==> config.mk <==
export PLATFORM = sky130hd
export DESIGN_NAME = text_run_engine
export DESIGN_NICKNAME = d
export VERILOG_FILES = /design/src/rtl/text_run_engine.sv
export SDC_FILE = /design/constraint.sdc
export NUM_CORES = 1
export LEC_CHECK = 0
export ABC_AREA = 1
export ABC_CLOCK_PERIOD_IN_PS = 6670
export BUFFER_PORTS_ARGS = -buffer_cell sky130_fd_sc_hd__buf_2
export CORE_ASPECT_RATIO = 1.1
export CORE_MARGIN = 4
export CORE_UTILIZATION = 50
export CTS_CLUSTER_SIZE = 25
export DETAILED_ROUTE_END_ITERATION = 10
export GPL_TIMING_DRIVEN = 1
export PLACE_DENSITY = 0.87
export SLEW_MARGIN = 20
export SYNTH_ARGS = -nofsm -noshare
export SYNTH_HDL_FRONTEND = slang
export SYNTH_SLANG_ARGS = --single-unit
==> constraint.sdc <==
create_clock -name clk -period 6.67 [get_ports clk]
set_input_delay 0 -clock clk [delete_from_list [all_inputs] [get_ports clk]]
set_output_delay 0 -clock clk [all_outputs]
set_load 0.005 [all_outputs]
==> src/rtl/text_run_engine.sv <==
module text_run_engine #(
  parameter int AW = 16
) (
  input  logic          clk,
  input  logic          rst_n,
  input  logic          start,
  input  logic [1:0]    mode,
  input  logic [15:0]   idx_in,
  input  logic [15:0]   last_idx,
  input  logic [15:0]   bitpos_in,
  input  logic [15:0]   finepos_in,
  input  logic [15:0]   count_in,
  input  logic [15:0]   margin,
  input  logic [15:0]   space,
  input  logic [AW-1:0] text_base,
  input  logic [AW-1:0] flag_base,
  input  logic [AW-1:0] width_base,
  input  logic [AW-1:0] entry_base,
  input  logic [AW-1:0] coord_base,
  output logic          mem_req,
  output logic          mem_we,
  output logic [AW-1:0] mem_addr,
  output logic [15:0]   mem_wdata,
  input  logic          mem_valid,
  input  logic [15:0]   mem_rdata,
  output logic          xfer_start,
  input  logic          xfer_done,
  output logic [15:0]   xfer_entry,
  output logic [7:0]    xfer_width,
  output logic [15:0]   xfer_bitpos,
  output logic          busy,
  output logic          done,
  output logic [1:0]    result,
  output logic [15:0]   idx_out,
  output logic [15:0]   bitpos_out,
  output logic [15:0]   finepos_out,
  output logic [15:0]   count_out
);

  typedef enum logic [3:0] {
    S_IDLE, S_CHECK, S_COORD, S_TEXT, S_FLAG, S_WID, S_ENT0, S_ENT1, S_XFER, S_ADV
  } state_t;

  state_t        st;
  logic [1:0]    mode_q;
  logic [15:0]   last_q, idx_q, bit_q, fine_q, cnt_q, newfine_q, entry_q, wdata_q;
  logic [7:0]    ch_q, wb_q;
  logic [1:0]    flg_q;
  logic          req_q, we_q, xst_q, done_q;
  logic [1:0]    res_q;
  logic [AW-1:0] addr_q;

  logic [15:0] diff, fshift, cnt_inc, bit_adv, pad_add;
  logic [16:0] fine_sum;
  logic [7:0]  rd_byte_idx, rd_byte_ch;
  logic        pad_now;

  assign diff        = last_q - idx_q;
  assign fshift      = mem_rdata >> {ch_q[2:0], 1'b0};
  assign fine_sum    = {1'b0, fine_q} + {1'b0, mem_rdata};
  assign rd_byte_idx = idx_q[0] ? mem_rdata[7:0] : mem_rdata[15:8];
  assign rd_byte_ch  = ch_q[0]  ? mem_rdata[7:0] : mem_rdata[15:8];
  assign cnt_inc     = cnt_q + 16'd1;
  assign pad_now     = flg_q[1] && (mode_q != 2'd1);
  assign pad_add     = pad_now ? space + {15'd0, ($signed(cnt_inc) <= 0)} : 16'd0;
  assign bit_adv     = bit_q + {8'd0, wb_q} + pad_add;

  assign mem_req     = req_q;
  assign mem_we      = we_q;
  assign mem_addr    = addr_q;
  assign mem_wdata   = wdata_q;
  assign xfer_start  = xst_q;
  assign xfer_entry  = entry_q;
  assign xfer_width  = wb_q;
  assign xfer_bitpos = bit_q;
  assign busy        = (st != S_IDLE);
  assign done        = done_q;
  assign result      = res_q;
  assign idx_out     = idx_q;
  assign bitpos_out  = bit_q;
  assign finepos_out = fine_q;
  assign count_out   = cnt_q;

  always_ff @(posedge clk or negedge rst_n) begin
    if (!rst_n) begin
      st <= S_IDLE; mode_q <= '0; last_q <= '0; idx_q <= '0; bit_q <= '0;
      fine_q <= '0; cnt_q <= '0; newfine_q <= '0; entry_q <= '0; wdata_q <= '0;
      ch_q <= '0; wb_q <= '0; flg_q <= '0; req_q <= 1'b0; we_q <= 1'b0;
      xst_q <= 1'b0; done_q <= 1'b0; res_q <= '0; addr_q <= '0;
    end else begin
      req_q  <= 1'b0;
      xst_q  <= 1'b0;
      done_q <= 1'b0;
      case (st)
        S_IDLE: if (start) begin
          mode_q <= mode; last_q <= last_idx; idx_q <= idx_in;
          bit_q <= bitpos_in; fine_q <= finepos_in; cnt_q <= count_in;
          st <= S_CHECK;
        end
        S_CHECK: begin
          if ($signed(diff) < 0) begin
            res_q <= 2'd0; done_q <= 1'b1; st <= S_IDLE;
          end else if (mode_q == 2'd2) begin
            req_q <= 1'b1; we_q <= 1'b1; wdata_q <= bit_q;
            addr_q <= coord_base + AW'(idx_q); st <= S_COORD;
          end else begin
            req_q <= 1'b1; we_q <= 1'b0;
            addr_q <= text_base + AW'(idx_q >> 1); st <= S_TEXT;
          end
        end
        S_COORD: if (mem_valid) begin
          req_q <= 1'b1; we_q <= 1'b0;
          addr_q <= text_base + AW'(idx_q >> 1); st <= S_TEXT;
        end
        S_TEXT: if (mem_valid) begin
          ch_q <= rd_byte_idx; req_q <= 1'b1;
          addr_q <= flag_base + AW'(rd_byte_idx >> 3); st <= S_FLAG;
        end
        S_FLAG: if (mem_valid) begin
          flg_q <= fshift[1:0];
          if (fshift[0]) begin
            res_q <= 2'd2; done_q <= 1'b1; st <= S_IDLE;
          end else begin
            req_q <= 1'b1; addr_q <= width_base + AW'(ch_q >> 1); st <= S_WID;
          end
        end
        S_WID: if (mem_valid) begin
          wb_q <= rd_byte_ch; req_q <= 1'b1;
          addr_q <= entry_base + AW'({ch_q, 1'b0}); st <= S_ENT0;
        end
        S_ENT0: if (mem_valid) begin
          entry_q <= mem_rdata; req_q <= 1'b1;
          addr_q <= entry_base + AW'({ch_q, 1'b1}); st <= S_ENT1;
        end
        S_ENT1: if (mem_valid) begin
          if (fine_sum > {1'b0, margin}) begin
            res_q <= 2'd1; done_q <= 1'b1; st <= S_IDLE;
          end else begin
            newfine_q <= fine_sum[15:0];
            if (mode_q == 2'd0) begin
              xst_q <= 1'b1; st <= S_XFER;
            end else st <= S_ADV;
          end
        end
        S_XFER: if (xfer_done) st <= S_ADV;
        S_ADV: begin
          bit_q <= bit_adv;
          if (pad_now) cnt_q <= cnt_inc;
          fine_q <= newfine_q;
          idx_q <= idx_q + 16'd1;
          st <= S_CHECK;
        end
        default: st <= S_IDLE;
      endcase
    end
  end

  assert_idle_quiet_R10: assert property (@(posedge clk) disable iff (!rst_n)
    !busy |-> (!mem_req && !xfer_start));
  assert_result_code_R10: assert property (@(posedge clk) disable iff (!rst_n)
    done |-> (result != 2'd3));
  assert_end_past_last_R1: assert property (@(posedge clk) disable iff (!rst_n)
    (done && result == 2'd0) |-> ($signed(last_q - idx_out) < 0));
  assert_margin_keeps_fine_R5: assert property (@(posedge clk) disable iff (!rst_n)
    (done && result == 2'd1) |-> $stable(finepos_out));
  assert_stop_keeps_bitpos_R4: assert property (@(posedge clk) disable iff (!rst_n)
    (done && result == 2'd2) |-> ($stable(bitpos_out) && $stable(count_out)));
  assert_coord_write_R7: assert property (@(posedge clk) disable iff (!rst_n)
    (mem_req && mem_we) |-> (mem_wdata == bitpos_out && mode_q == 2'd2));
  assert_xfer_display_R8: assert property (@(posedge clk) disable iff (!rst_n)
    xfer_start |-> (mode_q == 2'd0 && busy));

endmodule

==> run metrics <==
count of flip-flops with a built-in enable after synthesis 0; Area growth, synth to finish 24.5%; GR Overflow Total 0; cell area power density 465 nW/µm²; # Max-Cap Violations 0; most frequent CP cell sky130_fd_sc_hd__nor2_1; Clock Skews 0.0147 ns; number of remaining DRC errors 0; Leakage 9.63 nW; share of final-layout standard cells stronger than drive strength 1 17.7%; num ports 358; number of buffers created by CTS 17; CTS tree built; actual slew at the worst max-slew pin 1.05 ns; synthesized area divided by synthesized cell count 7.06 µm²; final period utilization 82.9%; net count of the finished layout 2836; number of hold violations in the final report 0; overall routing resource usage 33.3%; vias after detailed routing 16600; fillers 2533; Clk Latency, worst-skew pair 0.44 ns; post-DR vias/cell 5.78; count of cell types in the netlist 56; unrepaired setup endpoints after global routing false; Worst Setup Path Type flip-flop to flip-flop; Critical Path Sink Type flip-flop; slowest cell on the critical path sky130_fd_sc_hd__dfrtp_1; HPWL after DPL 40300 µm; hold-fix buffers at CTS 100; number of design-rule violations left by the first detailed-router iteration 1463; worst hold path stage count 5; Buf+Inv Stages, Crit Path 1; GPL Wtd Cong 1.03; RR Startpoint count_out[0]$_DFFE_PN0P_; total nets after synthesis 2418; Die X 171 µm; final critical path time including I/O delays and setup 5.53 ns; signal arrival time at the worst endpoint 5.83 ns; global-route wire length before repair 85100 µm; starting utilization of the core area 50.8%; routed wirelength normalized by instance count 19.0 µm; max-slew violation count 0; number of antenna violations at the first check in global routing 4; most common cell after layout, fill and taps aside sky130_fd_sc_hd__nand2_1; Post-synth ARST share 100%; maximum level of the CTS H-tree 4; cell family with the largest share of critical-path delay simple AND/OR/NAND/NOR gates; sequential cell area fraction in the yosys report 29.7%; Placeable Area 28700 µm²; path class of the lowest-slack min-delay path input port to flip-flop; cell type with the highest aggregate area in the netlist sky130_fd_sc_hd__dfrtp_1; number of instances in the synthesized netlist 2066; depth of the worst register-to-register path 29; number of buffers inserted by port buffering 357; clock-pin slew reported for the worst setup and hold paths after clock tree synthesis 0.08 ns; setup bufs post-CTS 0; detailed-routing iteration count for the pre-antenna-repair pass 9; clock tree root buffer cell sky130_fd_sc_hd__clkbuf_16; total power 8.45 mW; Max VDD drop 0.000264 V; largest cells by area after synthesis sky130_fd_sc_hd__dfrtp_1 30%, sky130_fd_sc_hd__nand2_1 13%, sky130_fd_sc_hd__ha_1 10%; number of gates resized after cts 0; relative slew slack 30.0%; Clock Sinks 173; height of the die 187 µm; register-to-register path setup slack 1.14 ns; run status complete, no violations; Critical Path RT 6.97 ns; Critical Path Max Stage Delay 0.41 ns; proportion of netlist area held by the largest area contributor 29.7%; Achievable Freq 181 MHz; vias in the first global route 16600; crit path max fanout 5; Post-DRT Antenna Nets 0; total number of placement rows 65; hold endpoint mem_addr[7]$_DFFE_PN0P_; Yosys warning count 0; endpoint of the worst-slack reg-to-reg timing path bitpos_out[15]$_DFFE_PN0P_; hold wc startpoint width_base[7]; pin count of the biggest net entering global routing 103; commonest non-fill, non-tap cells in the layout 505 x sky130_fd_sc_hd__nand2_1, 356 x sky130_fd_sc_hd__buf_2, 218 x sky130_fd_sc_hd__inv_1; Clock Path Buffers 2; Setup violations, final 0; total negative slack 0 ns; register bit count reported by yosys 173; final hold slack 0.00852 ns; die footprint 32000 µm²; final wirelength 54400 µm; total standard cell area after synthesis 14600 µm²; final core utilization 63.3%; Critical Path Start Type flip-flop; Most used DFF post-synth sky130_fd_sc_hd__dfrtp_1
## cells by family after synthesis
family,Yosys count,synth area share (%)
simple gates,905,26.1
compound gates,475,18.1
buf+inv,293,8.22
mux,18,1.39
fa+ha+maj,137,12.6
xor+xnor,65,3.90
flops,173,29.7
## layout make-up
| class | instances | area, µm² | area share, % |
|---|---|---|---|
| repair buffers | 466 | 2880 | 15.9 |
| clock buffers | 18 | 439 | 2.42 |
| diodes | 2 | 5.00 | 0.0275 |
| multi-input cells | 1600 | 9080 | 49.9 |
| well taps | 368 | 460 | 2.53 |
| flip-flops and latches | 173 | 4330 | 23.8 |
| clock inverters | 14 | 130 | 0.716 |
| inverters | 226 | 851 | 4.68 |
## through the flow
step | std cells | setup WS (ns) | cell area (µm²)
floorplan | 2066 | 1.84 | 14600
global placement | 2731 | 1.33 | 16600
detailed placement | 2731 | 1.13 | 16600
CTS | 2863 | 1.12 | 18100
global route | 2867 | 0.331 | 18200
finish | 2867 | 1.14 | 18200
## cells in the mapped netlist, types with 8 or more instances
master,n
sky130_fd_sc_hd__xnor2_1,16
sky130_fd_sc_hd__buf_2,9
sky130_fd_sc_hd__o22ai_1,30
sky130_fd_sc_hd__clkbuf_1,30
sky130_fd_sc_hd__inv_1,218
sky130_fd_sc_hd__o31ai_1,8
sky130_fd_sc_hd__fa_1,16
sky130_fd_sc_hd__nand4_1,34
sky130_fd_sc_hd__buf_4,18
sky130_fd_sc_hd__or2_2,9
sky130_fd_sc_hd__buf_1,8
sky130_fd_sc_hd__o21ai_1,15
sky130_fd_sc_hd__o211ai_1,26
sky130_fd_sc_hd__nand3_1,123
sky130_fd_sc_hd__xor2_1,49
sky130_fd_sc_hd__mux2_2,18
sky130_fd_sc_hd__nand2_1,506
sky130_fd_sc_hd__dfrtp_1,173
sky130_fd_sc_hd__nor2_1,173
sky130_fd_sc_hd__a21o_1,9
sky130_fd_sc_hd__ha_1,121
sky130_fd_sc_hd__o21ai_0,181
sky130_fd_sc_hd__a21oi_1,158
sky130_fd_sc_hd__nor3_1,34
sky130_fd_sc_hd__a31oi_1,11
## worst register-to-register path: cells and delay by family, from the launching register on
kind,cells,cell delay [ns]
buffers and inverters,1,0.07
DFF,1,0.41
AOI/OAI and AO/OA,7,1.40
adders and majority gates,4,1.13
xor gates and xnor gates,1,0.15
and+or+nand+nor,16,2.27
## flip-flops by register name, summed over array words and instances (netlist names), 8 cells and up
signal	flops
mem_addr	16
bitpos_out	16
ch_q	8
newfine_q	16
count_out	16
finepos_out	16
idx_out	16
xfer_width	8
xfer_entry	16
last_q	16
mem_wdata	16
## layer usage
metal	global-route usage (%)	up-vias	part of all wire, %
met5	0	-	0.015
met1	40.6	7705	39
met3	6.21	187	8.3
li1	-	7803	-
met2	56.3	863	48
met4	15.9	2	4.8
## worst max-delay path by stage
stage | start | endpoint | cells after the start
after floorplan | count_out[0]$_DFFE_PN0P_ | bitpos_out[13]$_DFFE_PN0P_ | 29
after global placement | count_out[0]$_DFFE_PN0P_ | bitpos_out[15]$_DFFE_PN0P_ | 29
after detailed placement | count_out[0]$_DFFE_PN0P_ | bitpos_out[15]$_DFFE_PN0P_ | 29
after CTS | count_out[0]$_DFFE_PN0P_ | bitpos_out[15]$_DFFE_PN0P_ | 29
after global routing | count_out[0]$_DFFE_PN0P_ | bitpos_out[15]$_DFFE_PN0P_ | 30
final | count_out[0]$_DFFE_PN0P_ | bitpos_out[15]$_DFFE_PN0P_ | 29
## report_power, final
part           internal (mW)  switching [mW]
Sequential              1.52           0.581
Combinational           2.03            3.32
Clock                  0.502           0.496
Total                   4.05            4.40
(Power assumes the default switching activity.)
